## config.mk

```make
export PLATFORM = sky130hd
export DESIGN_NAME = ctl_train_inserter
export DESIGN_NICKNAME = d
export VERILOG_FILES = /design/src/rtl/cwi_pkg.sv /design/src/rtl/cwi_dip.sv /design/src/rtl/cwi_train.sv /design/src/rtl/cwi_gap.sv /design/src/rtl/ctl_train_inserter.sv
export SDC_FILE = /design/constraint.sdc
export NUM_CORES = 1
export LEC_CHECK = 0
export CAP_MARGIN = 15
export CORE_MARGIN = 2
export CORE_UTILIZATION = 59
export DETAILED_ROUTE_END_ITERATION = 6
export PLACE_DENSITY = 0.93
export SLEW_MARGIN = 20
export SYNTH_ARGS = -nofsm -noshare
export SYNTH_HDL_FRONTEND = slang
export SYNTH_HIERARCHICAL = 1
export SYNTH_SLANG_ARGS = --single-unit
```

## constraint.sdc

```tcl
create_clock -name clk -period 10.2 [get_ports clk]
set_input_delay 1.53 -clock clk [delete_from_list [all_inputs] [get_ports clk]]
set_output_delay 1.53 -clock clk [all_outputs]
set_load 0.01 [all_outputs]
```

## src/rtl/cwi_pkg.sv

```systemverilog
package cwi_pkg;
  localparam int PORT_W = 8;
  localparam logic [15:0] TRAIN_CTL = 16'h0FFF;
  localparam logic [15:0] TRAIN_DAT = 16'hF000;

  typedef enum logic [1:0] {
    EOP_NONE  = 2'b00,
    EOP_ABORT = 2'b01,
    EOP_EVEN  = 2'b10,
    EOP_ODD   = 2'b11
  } eop_code_e;

  function automatic logic [15:0] rotl1(input logic [15:0] w);
    return {w[14:0], w[15]};
  endfunction

  // Fold 16 bits into 4 by XOR of every fourth bit.
  function automatic logic [3:0] fold4(input logic [15:0] x);
    logic [3:0] r;
    for (int i = 0; i < 4; i++) r[i] = x[i] ^ x[i+4] ^ x[i+8] ^ x[i+12];
    return r;
  endfunction

  // Control word with parity field preset to all ones.
  function automatic logic [15:0] ctl_base(input logic pay, input eop_code_e e,
                                           input logic sop, input logic [PORT_W-1:0] port);
    return {pay, e, sop, port, 4'hF};
  endfunction
endpackage

```

## src/rtl/cwi_dip.sv

```systemverilog
module cwi_dip
  import cwi_pkg::*;
(
  input  logic        clk,
  input  logic        rst_n,
  input  logic        upd_en,
  input  logic        clr_en,
  input  logic [15:0] upd_word,
  input  logic [15:0] ctl_word,
  output logic [3:0]  dip
);
  logic [15:0] acc_q, acc_d;

  assign dip = fold4(rotl1(acc_q) ^ ctl_word);

  always_comb begin
    acc_d = acc_q;
    if (clr_en)      acc_d = '0;
    else if (upd_en) acc_d = rotl1(acc_q) ^ upd_word;
  end

  always_ff @(posedge clk or negedge rst_n) begin
    if (!rst_n)                 acc_q <= '0;
    else if (clr_en || upd_en)  acc_q <= acc_d;
  end
endmodule

```

## src/rtl/cwi_train.sv

```systemverilog
module cwi_train
  import cwi_pkg::*;
#(
  parameter int REPS = 10,
  parameter int RUN  = 10
) (
  input  logic        clk,
  input  logic        rst_n,
  input  logic        start,
  output logic        active,
  output logic [15:0] word,
  output logic        is_ctl
);
  localparam int PH_W  = $clog2(2 * RUN);
  localparam int REP_W = $clog2(REPS + 1);
  localparam logic [PH_W-1:0]  PH_END  = PH_W'(2 * RUN - 1);
  localparam logic [PH_W-1:0]  PH_HALF = PH_W'(RUN);
  localparam logic [REP_W-1:0] REP_END = REP_W'(REPS - 1);

  logic             active_q, active_d;
  logic [PH_W-1:0]  ph_q, ph_d;
  logic [REP_W-1:0] rep_q, rep_d;
  logic             seq_last;

  assign seq_last = (ph_q == PH_END) && (rep_q == REP_END);

  always_comb begin
    active_d = active_q;
    ph_d     = ph_q;
    rep_d    = rep_q;
    if (active_q) begin
      if (seq_last) begin
        active_d = 1'b0;
        ph_d     = '0;
        rep_d    = '0;
      end else if (ph_q == PH_END) begin
        ph_d  = '0;
        rep_d = rep_q + REP_W'(1);
      end else begin
        ph_d = ph_q + PH_W'(1);
      end
    end else if (start) begin
      active_d = 1'b1;
      ph_d     = '0;
      rep_d    = '0;
    end
  end

  always_ff @(posedge clk or negedge rst_n) begin
    if (!rst_n) begin
      active_q <= 1'b0;
      ph_q     <= '0;
      rep_q    <= '0;
    end else if (active_q || start) begin
      active_q <= active_d;
      ph_q     <= ph_d;
      rep_q    <= rep_d;
    end
  end

  assign active = active_q;
  assign is_ctl = (ph_q < PH_HALF);
  assign word   = is_ctl ? TRAIN_CTL : TRAIN_DAT;
endmodule

```

## src/rtl/cwi_gap.sv

```systemverilog
module cwi_gap #(
  parameter int GAP_W = 16
) (
  input  logic             clk,
  input  logic             rst_n,
  input  logic [GAP_W-1:0] gap,
  input  logic             tick,
  input  logic             clr,
  output logic             due
);
  logic [GAP_W-1:0] cnt_q, cnt_d;
  logic             gap_on;

  assign gap_on = (gap != '0);
  assign due    = gap_on && (cnt_q >= gap);

  always_comb begin
    cnt_d = cnt_q;
    if (clr)                                  cnt_d = '0;
    else if (tick && gap_on && cnt_q != '1)   cnt_d = cnt_q + GAP_W'(1);
  end

  always_ff @(posedge clk or negedge rst_n) begin
    if (!rst_n)            cnt_q <= '0;
    else if (clr || tick)  cnt_q <= cnt_d;
  end
endmodule

```

## src/rtl/ctl_train_inserter.sv

```systemverilog
module ctl_train_inserter
  import cwi_pkg::*;
#(
  parameter int GAP_W      = 16,
  parameter int TRAIN_REPS = 10,
  parameter int TRAIN_RUN  = 10
) (
  input  logic              clk,
  input  logic              rst_n,
  input  logic              in_avail,
  input  logic [15:0]       in_data,
  input  logic [PORT_W-1:0] in_port,
  input  logic              in_sop,
  input  logic              in_eop,
  input  logic              in_err,
  input  logic              in_odd,
  output logic              in_ready,
  input  logic [GAP_W-1:0]  cfg_train_gap,
  input  logic              stat_framing,
  output logic [15:0]       out_data,
  output logic              out_ctl
);
  localparam logic [15:0] IDLE_RST = 16'h000F;

  logic              tr_active, tr_is_ctl;
  logic [15:0]       tr_word;
  logic              gap_due, train_go, need_ctl, take, pay_ctl;
  logic [15:0]       ctl_pre;
  logic [3:0]        dip;

  logic [15:0]       out_q, out_d;
  logic              ctl_q, ctl_d;
  logic              last_data_q, last_data_d;
  logic [PORT_W-1:0] last_port_q, last_port_d;
  eop_code_e         pend_q, pend_d;

  // Decision for the current word slot.
  assign train_go = !tr_active && (stat_framing || gap_due);
  assign need_ctl = !last_data_q || (in_port != last_port_q) || (pend_q != EOP_NONE);
  assign take     = !tr_active && !train_go && in_avail && !need_ctl;
  assign pay_ctl  = !tr_active && !train_go && in_avail && need_ctl;
  assign in_ready = take;

  assign ctl_pre = pay_ctl ? ctl_base(1'b1, pend_q, in_sop, in_port)
                           : ctl_base(1'b0, pend_q, 1'b0, '0);

  cwi_dip u_dip (
    .clk      (clk),
    .rst_n    (rst_n),
    .upd_en   (take),
    .clr_en   (!take),
    .upd_word (in_data),
    .ctl_word (ctl_pre),
    .dip      (dip)
  );

  cwi_train #(.REPS(TRAIN_REPS), .RUN(TRAIN_RUN)) u_train (
    .clk    (clk),
    .rst_n  (rst_n),
    .start  (train_go),
    .active (tr_active),
    .word   (tr_word),
    .is_ctl (tr_is_ctl)
  );

  cwi_gap #(.GAP_W(GAP_W)) u_gap (
    .clk   (clk),
    .rst_n (rst_n),
    .gap   (cfg_train_gap),
    .tick  (!tr_active && !train_go),
    .clr   (train_go),
    .due   (gap_due)
  );

  always_comb begin
    out_d       = out_q;
    ctl_d       = ctl_q;
    last_data_d = last_data_q;
    last_port_d = last_port_q;
    pend_d      = pend_q;
    if (tr_active) begin
      out_d       = tr_word;
      ctl_d       = tr_is_ctl;
      last_data_d = 1'b0;
    end else if (take) begin
      out_d       = in_data;
      ctl_d       = 1'b0;
      last_data_d = 1'b1;
      if (in_eop) pend_d = in_err ? EOP_ABORT : (in_odd ? EOP_ODD : EOP_EVEN);
      else        pend_d = EOP_NONE;
    end else begin
      // Idle, payload or first training control word.
      out_d       = {ctl_pre[15:4], dip};
      ctl_d       = 1'b1;
      pend_d      = EOP_NONE;
      last_data_d = pay_ctl;
      if (pay_ctl) last_port_d = in_port;
    end
  end

  always_ff @(posedge clk or negedge rst_n) begin
    if (!rst_n) begin
      out_q       <= IDLE_RST;
      ctl_q       <= 1'b1;
      last_data_q <= 1'b0;
      last_port_q <= '0;
      pend_q      <= EOP_NONE;
    end else begin
      out_q       <= out_d;
      ctl_q       <= ctl_d;
      last_data_q <= last_data_d;
      last_port_q <= last_port_d;
      pend_q      <= pend_d;
    end
  end

  assign out_data = out_q;
  assign out_ctl  = ctl_q;
endmodule

```

# == Word level (Yosys, flattened, before mapping) ==
# Index checks and enable logic that the tools add are counted.
# totals
ff_bits,70
output_inout_bits,18
# classes
add_sub_neg,3
magnitude_cmp,2
eq_ne,5
mux,26
bitwise,16
reduce_logical,26
# ops
cell,n
$mux W16,7
$xor A16 B16 Y16,2
$mux W5,4
$add A16 B1 Y16 const B,1
$ge A16 B16 Y1,1
$mux W4,4
$ne A16 B16 Y1 const B,1
$reduce_bool A16 Y1,1
$xor A1 B1 Y1,12
$logic_and A1 B1 Y1,9
$mux W1,8
$ne A8 B8 Y1,1
$mux W2,3
$reduce_and A3 Y1,2
$reduce_bool A2 Y1,3
$add A5 B1 Y5 const B,1
$eq A5 B5 Y1 const B,1
$logic_or A1 B1 Y1,5
$lt A5 B4 Y1 const B,1
$add A4 B1 Y4 const B,1
$eq A4 B4 Y1 const B,1
$logic_not A1 Y1,4
$reduce_and A2 Y1,2
$ne A3 B3 Y1 const B,1
$not A1 Y1,2

# == Longest topological paths before layout ==
# logic_depth
word_depth,15
ltp_mapped,19
depth_no_buf,17

# == Modules after synthesis ==
# Netlist, hierarchy kept.
# by_module_without_submodules
module,n_inst,cells_per_inst,area_each_um2,seq_area_each_um2
ctl_train_inserter,1,143,1372.6,706.9
cwi_gap,1,152,1332.5,400.4
cwi_dip,1,97,988.4,400.4
cwi_train,1,79,754.5,250.2

# == Least setup slack after synthesis ==
# OpenSTA, ideal clock, no wires.
# synth_path
path_type,input -> output
from,in cfg_train_gap[0]
to,out in_ready
arrival_time_ps,3830
required_time_ps,8670
setup_slack_ps,4840
path_stages,11
path_buffers,1
cell_sequence,ha_1 > nand2b_1 > a2111oi_0 > nor4_1 > or3_1 > o311a_1 > nor3_1 > and2_1 > clkbuf_1 > nand3_1 > inv_1
# synth_between
elab_chain_cells,8
elab_cells_between_ends,9
classes_between,order compare (1); reduce/logical (8)
# synth_lines
element,line_no,rtl
from (decl),ctl_train_inserter.sv:18,"input logic [GAP_W-1:0] cfg_train_gap,"
$ge A16 B16 Y1 / $reduce_bool A16 Y1 (equally long branches),"cwi_gap.sv:15, cwi_gap.sv:14",
$logic_and A1 B1 Y1 *,cwi_gap.sv:15,assign due = gap_on && (cnt_q >= gap);
net gap_due,ctl_train_inserter.sv:27,"logic gap_due, train_go, need_ctl, take, pay_ctl;"
$logic_or A1 B1 Y1 *,ctl_train_inserter.sv:38,assign train_go = !tr_active && (stat_framing || gap_due);
$logic_and A1 B1 Y1 *,ctl_train_inserter.sv:38,
$logic_not A1 Y1 *,ctl_train_inserter.sv:40,assign take = !tr_active && !train_go && in_avail && !need_ctl;
$logic_and A1 B1 Y1 * (3 in a row),ctl_train_inserter.sv:40,
to (decl),ctl_train_inserter.sv:17,"output logic in_ready,"
# Mark *: on every way through the listed nets, which the timed path passes. The rest lies on a longest branch.

# == Final worst setup path ==
# Same ends and word-level chain as after synthesis.

==> run metrics <==
status=complete, no violations; first-pass GRT wire length=17.9 mm; Crit path max-delay family=buffers and inverters; number of synthesized flops with an enable pin=0; Leakage=2.33 nW; setup TNS=0 ps; cell at the root of the clock tree=clkbuf_8; Critical Path RT=8670 ps; DRC violations left=0; CTS Hold Buffers Added=0; area growth from synthesis to layout=18.6%; final core occ=72.4%; Synth Instances=471; die area=8250 sq um; DR vias=3624; Chip Height=90.8 um; Crit path top cell by count=clkdlybuf4s50_1; Final Power=0.604 mW; max-cap violations=0; CP Class=input pin to output port; placed cells=609; Final ANT Viol Nets=0; clk slew on worst S/H paths=70 ps; worst path buffer plus inverter count=3; fin area=5280 sq um; Final setup violation count=0; largest net degree at the start of global routing=71; Crit. End Element=output port; Post-CTS Resized=0; synthesized area per cell=9.44 sq um; share of Yosys cell area claimed by the top area cell type=36.6%; share of layout cells above drive strength 1=9.13%; DP Wirelength=7.55 mm; TritonCTS Buffers=9; Clock H-tree levels=3; Yosys Warn Count=6; Slew @ Worst Pin=930 ps; Die W=90.8 um; clock insertion delay at the later pin of the skew report=360 ps; layout net count=589; min cycle time layout=7760 ps; cell chain of the critical path=clkdlybuf4s50_1 > ha_1 > nand2b_1 > a2111oi_0 > nor4_1 > or3_1 > o311a_1 > nor3_1 > and2_1 > nand3_1 > inv_1 > clkdlybuf4s50_1; site row count=31; number of synthesized register bits=70; Worst EP arrival=6230 ps; Area after DPL=5050 sq um; slowest cell delay on critical path=900 ps; Netlist cell types=62; top-level I/O count=66; Slew HR=37.9%; # diodes=0; Power Dens Cells=115 nW/um^2; final wirelength=10.7 mm; Top FF cell, synth=dfrtp_1; Async S/R FF share, synth=100%; Post-CTS Setup Bufs=0; initial antenna violation count=0; synth top area cells=dfrtp_1 37%, xnor2_1 10%, ha_1 5.6%; CTS Buffer Depth=2; # clock sinks=70; Via density=5.80; Hold Crit Class=register to register; number of global-route vias before repair=3700; Clock Skew=13.2 ps; core area=7290 sq um; Tcrit/Tclk final=76.1%; sequential share of the synthesized area=39.5%; RePlAce Congestion=0.921; Worst setup SP type=input pin; per-cell routed wire length=17.2 um; drt pass-1 iters=5; dominant cell type by area after synthesis=dfrtp_1; Total GRT Usage=27.2%; Iteration-0 DRC Markers=306; worst hold margin=554 ps; Mapped Area=4450 sq um; port bufs=65; Max Slew Vio Count=0; Worst IR Drop VDD=76.4 uV; remaining global-route overflow=0; Worst path slowest cell=inv_1; Peak Freq=129 MHz; final std cells w/o fill=625; initial core utilization=61.0%; Critical Path Fanout Max=33; unrepaired setup endpoints after global routing=no; post-route setup slack=2440 ps; worst slack at placement=2500 ps; final-report hold violation count=0; CTS tree=built
[path summary, 6_finish.rpt]
kind,start,end,slack [ps],depth (start not counted)
max in group asynchronous,rst_n,u_gap/cnt_q[11],8260,2
min in group asynchronous,rst_n,u_train/rep_q[2],1370,2
worst min-delay path,u_train/ph_q[0],u_train/ph_q[0],550,1
worst max register to register,u_gap/cnt_q[0],u_dip/acc_q[0],5530,13
worst max-delay path,cfg_train_gap[0],in_ready,2440,12
worst min register to register,u_train/ph_q[0],u_train/ph_q[0],550,1
[synthesized netlist by cell type (8+ instances only)]
master / number
xnor2_1: 53
a21oi_1: 19
nand4_1: 8
ha_1: 20
nand2_1: 31
a211oi_1: 21
clkbuf_1: 8
buf_4: 16
dfrtp_1: 65
o311ai_0: 8
inv_1: 54
nand3_1: 14
nor2_1: 39
o21ai_0: 16
[sequential cells by signal, indices dropped and copies added, names as in the netlist]
signal and count:
last_data_q 1, last_port_q 8, out_ctl 1, out_data 16, pend_q 2, u_dip/acc_q 16
u_gap/cnt_q 16, u_train/active 1, u_train/ph_q 5, u_train/rep_q 4
[power by group]
group,leakage (nW),internal (mW),switching (mW)
clock network,0.111,0.141,0.120
logic,1.38,0.0306,0.0280
registers,0.838,0.281,0.00445
[area by class of cell]
cell class	count	area [sq um]
Sequential cell	70	1760
Clock inverter	7	103
Clock buffer	9	124
Tap cell	99	124
Inverter	54	203
Fill cell	503	2020
Timing Repair Buffer	68	668
Multi-Input combinational cell	318	2300
[logic make-up after synthesis]
| kind of cell | count (synthesis) | share of synthesized area, % |
|---|---|---|
| AOI/OAI and AO/OA | 89 | 14.5 |
| other | 1 | 0.0843 |
| buffers and inverters | 86 | 9.09 |
| xor gates and xnor gates | 61 | 12.2 |
| muxes | 12 | 2.95 |
| and+or+nand+nor | 132 | 16.1 |
| adders and majority gates | 20 | 5.63 |
| DFF | 70 | 39.5 |
[worst reg2reg max path: cells and delay by family, from the launching register on]
kind	cells	cell delay [ps]
AO/OA/AOI/OAI	3	1130
AND/OR/NAND/NOR	7	1740
flip-flops	1	440
adder cells (fa/ha/maj)	1	270
buffers and inverters	2	980
[metal layers]
metal  part of all wire, %  global-route usage, %  vias up  routed length, um
li1                      -                      -     1708                  -
met1                    43                   34.8     1730               4580
met2                    48                   44.9      162               5170
met3                   6.6                   6.26       24                710
met4                   2.5                   10.6        0                266
met5                     0                      0        -                  0
[cells in the final DEF, fill, tap and decap left out, drive strengths merged, types with 3 or more instances in the layout]
master	count
a21o	3
clkdlybuf4s50	64
nor4	8
dfstp	5
o21ai	16
o311ai	9
a2111oi	3
xnor2	53
nor4b	3
clkbuf	9
nand2b	5
dfrtp	65
nor3	4
nand3	14
a21oi	19
conb	4
buf	4
nand4	9
nand2	31
nor2	40
mux2i	3
nand3b	3
xor2	8
a211oi	22
a41o	3
and2	3
mux2	9
ha	20
inv	57
Power figures use the tool's default switching activity.
